[src/rtl/flash_seq_pkg.sv]
package flash_seq_pkg;

    localparam int UNIT_W = 5;

    typedef enum logic [1:0] {
        OP_PROG = 2'd0,
        OP_SECT = 2'd1,
        OP_CHIP = 2'd2,
        OP_NONE = 2'd3
    } op_e;

    typedef enum logic [2:0] {
        RG_BOOT   = 3'd0,
        RG_PAR_A  = 3'd1,
        RG_PAR_B  = 3'd2,
        RG_MAIN_A = 3'd3,
        RG_MAIN_B = 3'd4
    } region_e;

    // Operation context captured at acceptance
    typedef struct packed {
        op_e       op;
        region_e   region;
        logic      keep_boot;
        logic [7:0] data;
    } op_ctx_t;

    // Map a 1/32-of-array unit to its sector; top variant mirrors the units
    function automatic region_e region_of(logic [UNIT_W-1:0] unit, logic top);
        logic [UNIT_W-1:0] u;
        u = top ? ~unit : unit;
        if (u < 5'd2)       return RG_BOOT;
        else if (u == 5'd2) return RG_PAR_A;
        else if (u == 5'd3) return RG_PAR_B;
        else if (u < 5'd16) return RG_MAIN_A;
        else                return RG_MAIN_B;
    endfunction

endpackage

[src/rtl/flash_op_timer.sv]
module flash_op_timer
    import flash_seq_pkg::*;
#(
    parameter int PROG_CYC  = 4,
    parameter int ERASE_CYC = 40
) (
    input  logic clk,
    input  logic rst,
    input  logic start,
    input  logic long_op,
    output logic busy,
    output logic done
);
    localparam int MAXC  = (ERASE_CYC > PROG_CYC) ? ERASE_CYC : PROG_CYC;
    localparam int CNT_W = $clog2(MAXC + 1);

    logic [CNT_W-1:0] cnt_q;

    always_ff @(posedge clk) begin
        if (rst) begin
            busy  <= 1'b0;
            cnt_q <= '0;
        end else if (busy) begin
            if (cnt_q == '0) busy <= 1'b0;
            else             cnt_q <= cnt_q - 1'b1;
        end else if (start) begin
            busy  <= 1'b1;
            cnt_q <= long_op ? CNT_W'(ERASE_CYC - 1) : CNT_W'(PROG_CYC - 1);
        end
    end

    assign done = busy && (cnt_q == '0);

endmodule

[src/rtl/flash_cell_array.sv]
module flash_cell_array
    import flash_seq_pkg::*;
#(
    parameter int ADDR_W   = 7,
    parameter int TOP_BOOT = 0
) (
    input  logic              clk,
    input  logic              commit,
    input  op_ctx_t           ctx,
    input  logic [ADDR_W-1:0] tgt_addr,
    input  logic [ADDR_W-1:0] rd_addr,
    output logic [7:0]        rd_byte
);
    localparam int DEPTH = 1 << ADDR_W;
    localparam int SHIFT = ADDR_W - UNIT_W;

    // Nonvolatile cells: no reset
    logic [7:0] cell_q [DEPTH];

    always_ff @(posedge clk) begin
        if (commit) begin
            for (int i = 0; i < DEPTH; i++) begin
                region_e rg;
                rg = region_of(UNIT_W'(i >> SHIFT), TOP_BOOT[0]);
                case (ctx.op)
                    OP_PROG: if (ADDR_W'(i) == tgt_addr)
                                 cell_q[i] <= cell_q[i] & ctx.data;
                    OP_SECT: if (rg == ctx.region)
                                 cell_q[i] <= 8'hFF;
                    OP_CHIP: if (!(ctx.keep_boot && rg == RG_BOOT))
                                 cell_q[i] <= 8'hFF;
                    default: ;
                endcase
            end
        end
    end

    assign rd_byte = cell_q[rd_addr];

endmodule

[src/rtl/flash_poll_status.sv]
module flash_poll_status (
    input  logic       clk,
    input  logic       rst,
    input  logic       rd_en,
    input  logic       busy,
    input  logic       is_prog,
    input  logic       inv_bit7,
    input  logic [7:0] cell_byte,
    output logic [7:0] rd_data
);
    logic tog_q;

    always_ff @(posedge clk) begin
        if (rst) begin
            tog_q   <= 1'b0;
            rd_data <= 8'h00;
        end else if (rd_en) begin
            if (busy) begin
                tog_q   <= ~tog_q;
                rd_data <= {is_prog ? inv_bit7 : 1'b0, ~tog_q, 6'b0};
            end else begin
                rd_data <= cell_byte;
            end
        end
    end

endmodule

[src/rtl/flash_seq.sv]
module flash_seq
    import flash_seq_pkg::*;
#(
    parameter int ADDR_W    = 7,
    parameter int PROG_CYC  = 4,
    parameter int ERASE_CYC = 40,
    parameter int TOP_BOOT  = 0
) (
    input  logic              clk,
    input  logic              rst,
    input  logic              req_valid,
    input  logic [1:0]        req_op,
    input  logic [ADDR_W-1:0] req_addr,
    input  logic [7:0]        req_data,
    input  logic              lock_in,
    input  logic              rd_en,
    input  logic [ADDR_W-1:0] rd_addr,
    output logic [7:0]        rd_data,
    output logic              busy
);
    op_e               req_kind;
    region_e           req_region;
    logic              accept;
    logic              done;
    op_ctx_t           ctx_q;
    logic [ADDR_W-1:0] addr_q;
    logic [7:0]        cell_byte;

    assign req_kind   = op_e'(req_op);
    assign req_region = region_of(req_addr[ADDR_W-1 -: UNIT_W], TOP_BOOT[0]);

    always_comb begin
        accept = 1'b0;
        if (req_valid && !busy) begin
            case (req_kind)
                OP_PROG: accept = !(lock_in && req_region == RG_BOOT);
                OP_SECT: accept = (req_region != RG_BOOT);
                OP_CHIP: accept = 1'b1;
                default: accept = 1'b0;
            endcase
        end
    end

    always_ff @(posedge clk) begin
        if (rst) begin
            ctx_q  <= '{op: OP_NONE, region: RG_BOOT, keep_boot: 1'b1, data: 8'hFF};
            addr_q <= '0;
        end else if (accept) begin
            ctx_q  <= '{op: req_kind, region: req_region, keep_boot: lock_in, data: req_data};
            addr_q <= req_addr;
        end
    end

    flash_op_timer #(
        .PROG_CYC (PROG_CYC),
        .ERASE_CYC(ERASE_CYC)
    ) timer_i (
        .clk    (clk),
        .rst    (rst),
        .start  (accept),
        .long_op(req_kind != OP_PROG),
        .busy   (busy),
        .done   (done)
    );

    flash_cell_array #(
        .ADDR_W  (ADDR_W),
        .TOP_BOOT(TOP_BOOT)
    ) cells_i (
        .clk     (clk),
        .commit  (done && !rst),
        .ctx     (ctx_q),
        .tgt_addr(addr_q),
        .rd_addr (rd_addr),
        .rd_byte (cell_byte)
    );

    flash_poll_status poll_i (
        .clk      (clk),
        .rst      (rst),
        .rd_en    (rd_en),
        .busy     (busy),
        .is_prog  (ctx_q.op == OP_PROG),
        .inv_bit7 (~ctx_q.data[7]),
        .cell_byte(cell_byte),
        .rd_data  (rd_data)
    );

endmodule

[config.mk]
export PLATFORM = sky130hd
export DESIGN_NAME = flash_seq
export DESIGN_NICKNAME = d
export VERILOG_FILES = /design/src/rtl/flash_seq_pkg.sv /design/src/rtl/flash_op_timer.sv /design/src/rtl/flash_cell_array.sv /design/src/rtl/flash_poll_status.sv /design/src/rtl/flash_seq.sv
export SDC_FILE = /design/constraint.sdc
export NUM_CORES = 2
export LEC_CHECK = 0
export BUFFER_PORTS_ARGS = -buffer_cell sky130_fd_sc_hd__buf_2
export CORE_UTILIZATION = 45
export DETAILED_ROUTE_END_ITERATION = 12
export GPL_TIMING_DRIVEN = 1
export SYNTH_ARGS = -nofsm -noshare
export SYNTH_HDL_FRONTEND = slang
export SYNTH_SLANG_ARGS = --single-unit
[constraint.sdc]
create_clock -name clk -period 7.51 [get_ports clk]
set_input_delay 1.1265 -clock clk [delete_from_list [all_inputs] [get_ports clk]]
set_output_delay 1.1265 -clock clk [all_outputs]
set_load 0.01 [all_outputs]
==> Yosys cells after proc, flatten, opt, wreduce, memory -nomap -nowiden <==
Memories as Yosys holds them, arrays and structs flattened.
Cells that the tools add are included.
{ "classes": {"eq_ne": 139, "n_lt_le_gt_ge": 2, "mux": 828, "n_reduce_logical": 27, "addsub": 1, "bitwise_logic": 386} }
{ "op_table": {"columns": ["op", "n"], "rows": [
  ["$mux W8", 257],
  ["$and A8 B8 Y8", 128],
  ["$mux W1", 557],
  ["$eq A7 B7 Y1 const A", 64],
  ["$or A1 B1 Y1", 256],
  ["$eq A6 B7 Y1 const A", 32],
  ["$eq A5 B7 Y1 const A", 16],
  ["$eq A4 B7 Y1 const A", 8],
  ["$eq A3 B7 Y1 const A", 4],
  ["$mux W3", 9],
  ["$mux W6", 4],
  ["$logic_not A3 Y1", 6],
  ["$eq A3 B3 Y1", 5],
  ["$eq A2 B7 Y1 const A", 2],
  ["$eq A5 B2 Y1 const B", 2],
  ["$logic_and A1 B1 Y1", 9],
  ["$eq A1 B7 Y1 const A", 1],
  ["$logic_not A7 Y1", 1],
  ["$logic_not A6 Y1", 1],
  ["$sub A6 B1 Y6 const B", 1],
  ["$lt A5 B2 Y1 const B", 1],
  ["$lt A5 B5 Y1 const B", 1],
  ["$eq A2 B1 Y1 const B", 2],
  ["$eq A2 B2 Y1 const B", 2],
  ["other kinds (8)", 14]
]} }
{ "word_totals": {"ramBits": 1024, "word_cells": 1393, "reg_bits": 37, "mem_count": 1} }
{ "mem_list": {"columns": ["name", "words", "word_bits", "read_ports", "rd_clocked_by_memory_dff", "write_ports", "line", "rtl"], "rows": [
  ["cells_i.cell_q", 128, 8, 129, 0, 128, "flash_cell_array.sv:18", "logic [7:0] cell_q [DEPTH];"]
]} }

==> Depth between registers and ports, before layout <==
{ "logic_depth": {"word_depth": 12, "ltp_mapped": 11} }

==> Cells and area by module <==
From an unflattened synthesis, not the netlist that was laid out.
{ "unflattened": {"hier_cells": 4122, "area_unflattened_um2": 50050.5} }
{ "modules_own_cells": {"columns": ["module", "area_each_um2", "cells_each", "n_inst"], "rows": [
  ["flash_cell_array", 48262.5, 3930, 1],
  ["flash_seq", 947.2, 103, 1],
  ["flash_op_timer", 421.7, 47, 1],
  ["flash_poll_status", 419.2, 42, 1]
]} }

==> Worst setup path before layout <==
OpenSTA, ideal clock, no wires.
{ "synth_timing": {"path_type": "input port to flip-flop", "start": "input rst", "end": "memory cells_i.cell_q[31][0] (enable)", "t_arrival_ps": 2805, "n_path_buf": 2, "required_ps": 7126, "path_stages": 6, "setup_slack_ps": 4321, "path_cell_list": "clkbuf_1 -> nor4_4 -> and2b_1 -> nand2_1 -> buf_2 -> o21ai_0"} }
{ "synth_rtl": {"columns": ["element", "line", "rtl"], "rows": [
  ["from (decl)", "flash_seq.sv:10", "input logic rst,"],
  ["to (decl)", "flash_cell_array.sv:18", null]
]} }

==> metrics.txt <==
Mapped Area=roughly 50000 um^2; I/O Pins=38; most frequent cells in the layout=2143 x nand2_1, 1016 x edfxtp_1, 196 x mux4_2; Post-synth EDFFs=roughly 1000; Initial Util=between 40% and 50%; clock buffer depth=3; initial antenna violation count=8; Clock Sinks=~1100; first-pass GRT wire length=215000 um; multi-input logic area=between 15000 and 20000 um^2; Slew headroom=3.89%; Critical Path Max Stage Delay=about 0.70 ns; Worst path slowest cell=dfxtp_1; Slew Viols, Final=0; IO buf count=37; CP max FO=86; Max Cap Violations=0; pwr dens=234 nW/um^2; Cells after Synth=4464; final core occ=about half; crit-path cells=nand3b_1, or4_1, nor2_1, nand2_4, buf_4, o21ai_0; syn_area_per_cell=about 11 um^2; Hold Fails Final Rpt=0; initial drt markers=about 4300; Routed Antenna Nets=0; fillers=9969; FMAX=between 0.2 and 0.25 GHz; num rows=122; Tcrit/Tclk final=about 58%; Die X=337 um; CTS Root Cell=clkbuf_16; vias=34400; TritonCTS clock tree=built; DRT Wirelength=around 140000 um; # DRC=0; crit path capture type=flip-flop; # hold bufs at CTS=0; vias in the first global route=roughly 32000; area added between synthesis and finish=9.71%; arrival time worst endpoint=between 4 and 5 ns; unrepaired setup endpoints after global routing=false; Final Critical Period=around 4.3 ns; Chip Height=between 300 and 400 um; CTS Buf Count=110; Resized cells post-CTS=0; Syn Nets=4494; status=finished clean; final layout net count=between 4000 and 5000; vias per cell=5.78; die area=roughly 110000 um^2; register area=31400 um^2; setup TNS=0 ns; Overflow after GRT=0; layout cells sized above 1=~12%; Clock Latency Late Sink=just over 0.7 ns; DR WL/cell=24.1 um; kind of critical path=reg2reg; post-DP HPWL=between 80000 and 90000 um; Worst-path clk slew=0.06 ns; Final GP Congestion=a little under 0.9; Layout Skew=roughly 0.037 ns; worst-margin pin slew=1.43 ns; required time of the critical path=between 7 and 8 ns; sequential area share after synthesis=around 62%; Yosys cell types=56; Max H-tree Level=3; Global Route Usage Sum=25.4%; most common cell after layout, fill and taps aside=nand2_1; Place WS=slightly below 3 ns; Synthesis Warnings=0; prevailing post-synth register cell=edfxtp_1; #FFs+latches synth=~1100; Critical Path Source Type=flip-flop; worst setup margin=approximately 3.2 ns; worst vdd ir=0.197 mV; fraction of synthesis flops using an asynchronous set or reset pin=0%; leakage=roughly 24 nW; postcts setup bufs=0; pin count of the biggest net entering global routing=between 100 and 150; Worst Hold Class=reg2reg; DRT Pass-1 Iters=5; # setup viols final=0; Placeable Area=between 100000 and 150000 um^2
## area by class of cell
cell class / instances / area share [%]
well taps: 1488 / 3.36
inverters: 7 / 0.0475
clock inverters: 53 / 0.728
flip-flops and latches: 1061 / 56.8
repair buffers: 162 / 2.19
multi-input cells: 3035 / 31.5
clock buffers: 146 / 5.30
diodes: 3 / 0.0136
## worst max-delay path: cells and delay by family, from the launching register on
family / cells / cell delay (ns)
simple gates: 4 / 1.97
flops: 1 / 0.70
buf+inv: 1 / 0.60
compound gates: 1 / 0.58
## cell usage after synthesis, types with 6 or more instances
library cell  instances  share of area (%)
nand2_1            2146                 16
edfxtp_1           1016                 60
clkbuf_1            280                2.1
mux4_2              196                8.8
mux2i_1             178                3.5
o21ai_0             135                1.3
a21oi_1              57               0.57
a22oi_1              55               0.82
dfxtp_1              45                1.8
buf_4                38               0.57
nand3_1              38               0.38
nor2_1               32               0.24
buf_2                28               0.28
nor2b_1              19               0.24
mux2_2               17               0.38
o21ai_1              15               0.15
nand3b_1             14               0.21
nor3_1               12               0.12
nand4_1              11               0.14
a31oi_1              10               0.12
a211oi_1              8               0.12
o211ai_1              8               0.12
buf_6                 7               0.16
inv_1                 7              0.052
o22ai_1               7              0.087
a2111oi_0             6               0.10
a221oi_1              6               0.10
nand2b_1              6              0.074
## metal layers
layer	routed length, um	vias to the layer above	track usage, %
met5	79	-	0
met4	3860	14	7.40
met3	13900	237	4.61
met2	63600	1632	37.5
met1	62000	17100	38.1
li1	-	15500	-
## registers in the layout, summed over array words and instances (netlist names)
register	flops
poll_i.tog_q	1
poll_i.rd_data	8
ctx_q	14
timer_i.cnt_q	6
cells_i.cell_q	1024
addr_q	7
timer_i.busy	1
## final timing paths
path                         startpoint                     end  slack (ns)  cells past startpoint
hold / removal    cells_i.cell_q[64][4]   cells_i.cell_q[64][4]        0.46                      2
setup reg to reg           timer_i.busy  cells_i.cell_q[112][4]        3.19                      6
setup / recovery           timer_i.busy  cells_i.cell_q[112][4]        3.19                      6
hold reg to reg   cells_i.cell_q[64][4]   cells_i.cell_q[64][4]        0.46                      2
## report_power, final
| part | leakage [nW] | switching [mW] | internal (mW) | total, mW |
|---|---|---|---|---|
| clock network | 1.62 | 2.35 | 2.90 | 5.25 |
| registers | 9.55 | 0.150 | 6.56 | 6.71 |
| logic | 12.5 | 0.632 | 0.363 | 0.995 |
| total | 23.7 | 3.13 | 9.83 | 13.0 |
## per-stage QoR
| stage | hold WS (ns) | instances | power, mW | instance area (um^2) |
|---|---|---|---|---|
| floorplan | 0.427 | 4464 | 7.46 | 50400 |
| global placement | 0.434 | 5750 | 7.80 | 52000 |
| detailed placement | 0.453 | 5751 | 7.82 | 52000 |
| CTS | 0.463 | 5950 | 13.0 | 55300 |
| global route | 0.476 | 5952 | 13.3 | 55300 |
| finish | 0.463 | 5955 | 13.0 | 55300 |
## cells by family (layout without fill, tap and decap cells)
logic type	after synthesis	after routing	share of synthesized area, %
AO/OA/AOI/OAI	338	338	4.06
XOR/XNOR	3	3	0.0521
adder cells (fa/ha/maj)	1	1	0.0248
buffers and inverters	368	368	3.20
flip-flops	1061	1061	62.3
multiplexers	391	391	12.7
other	0	3	0
AND/OR/NAND/NOR	2302	2302	17.7
No activity file was read; power rests on OpenSTA's default activity.
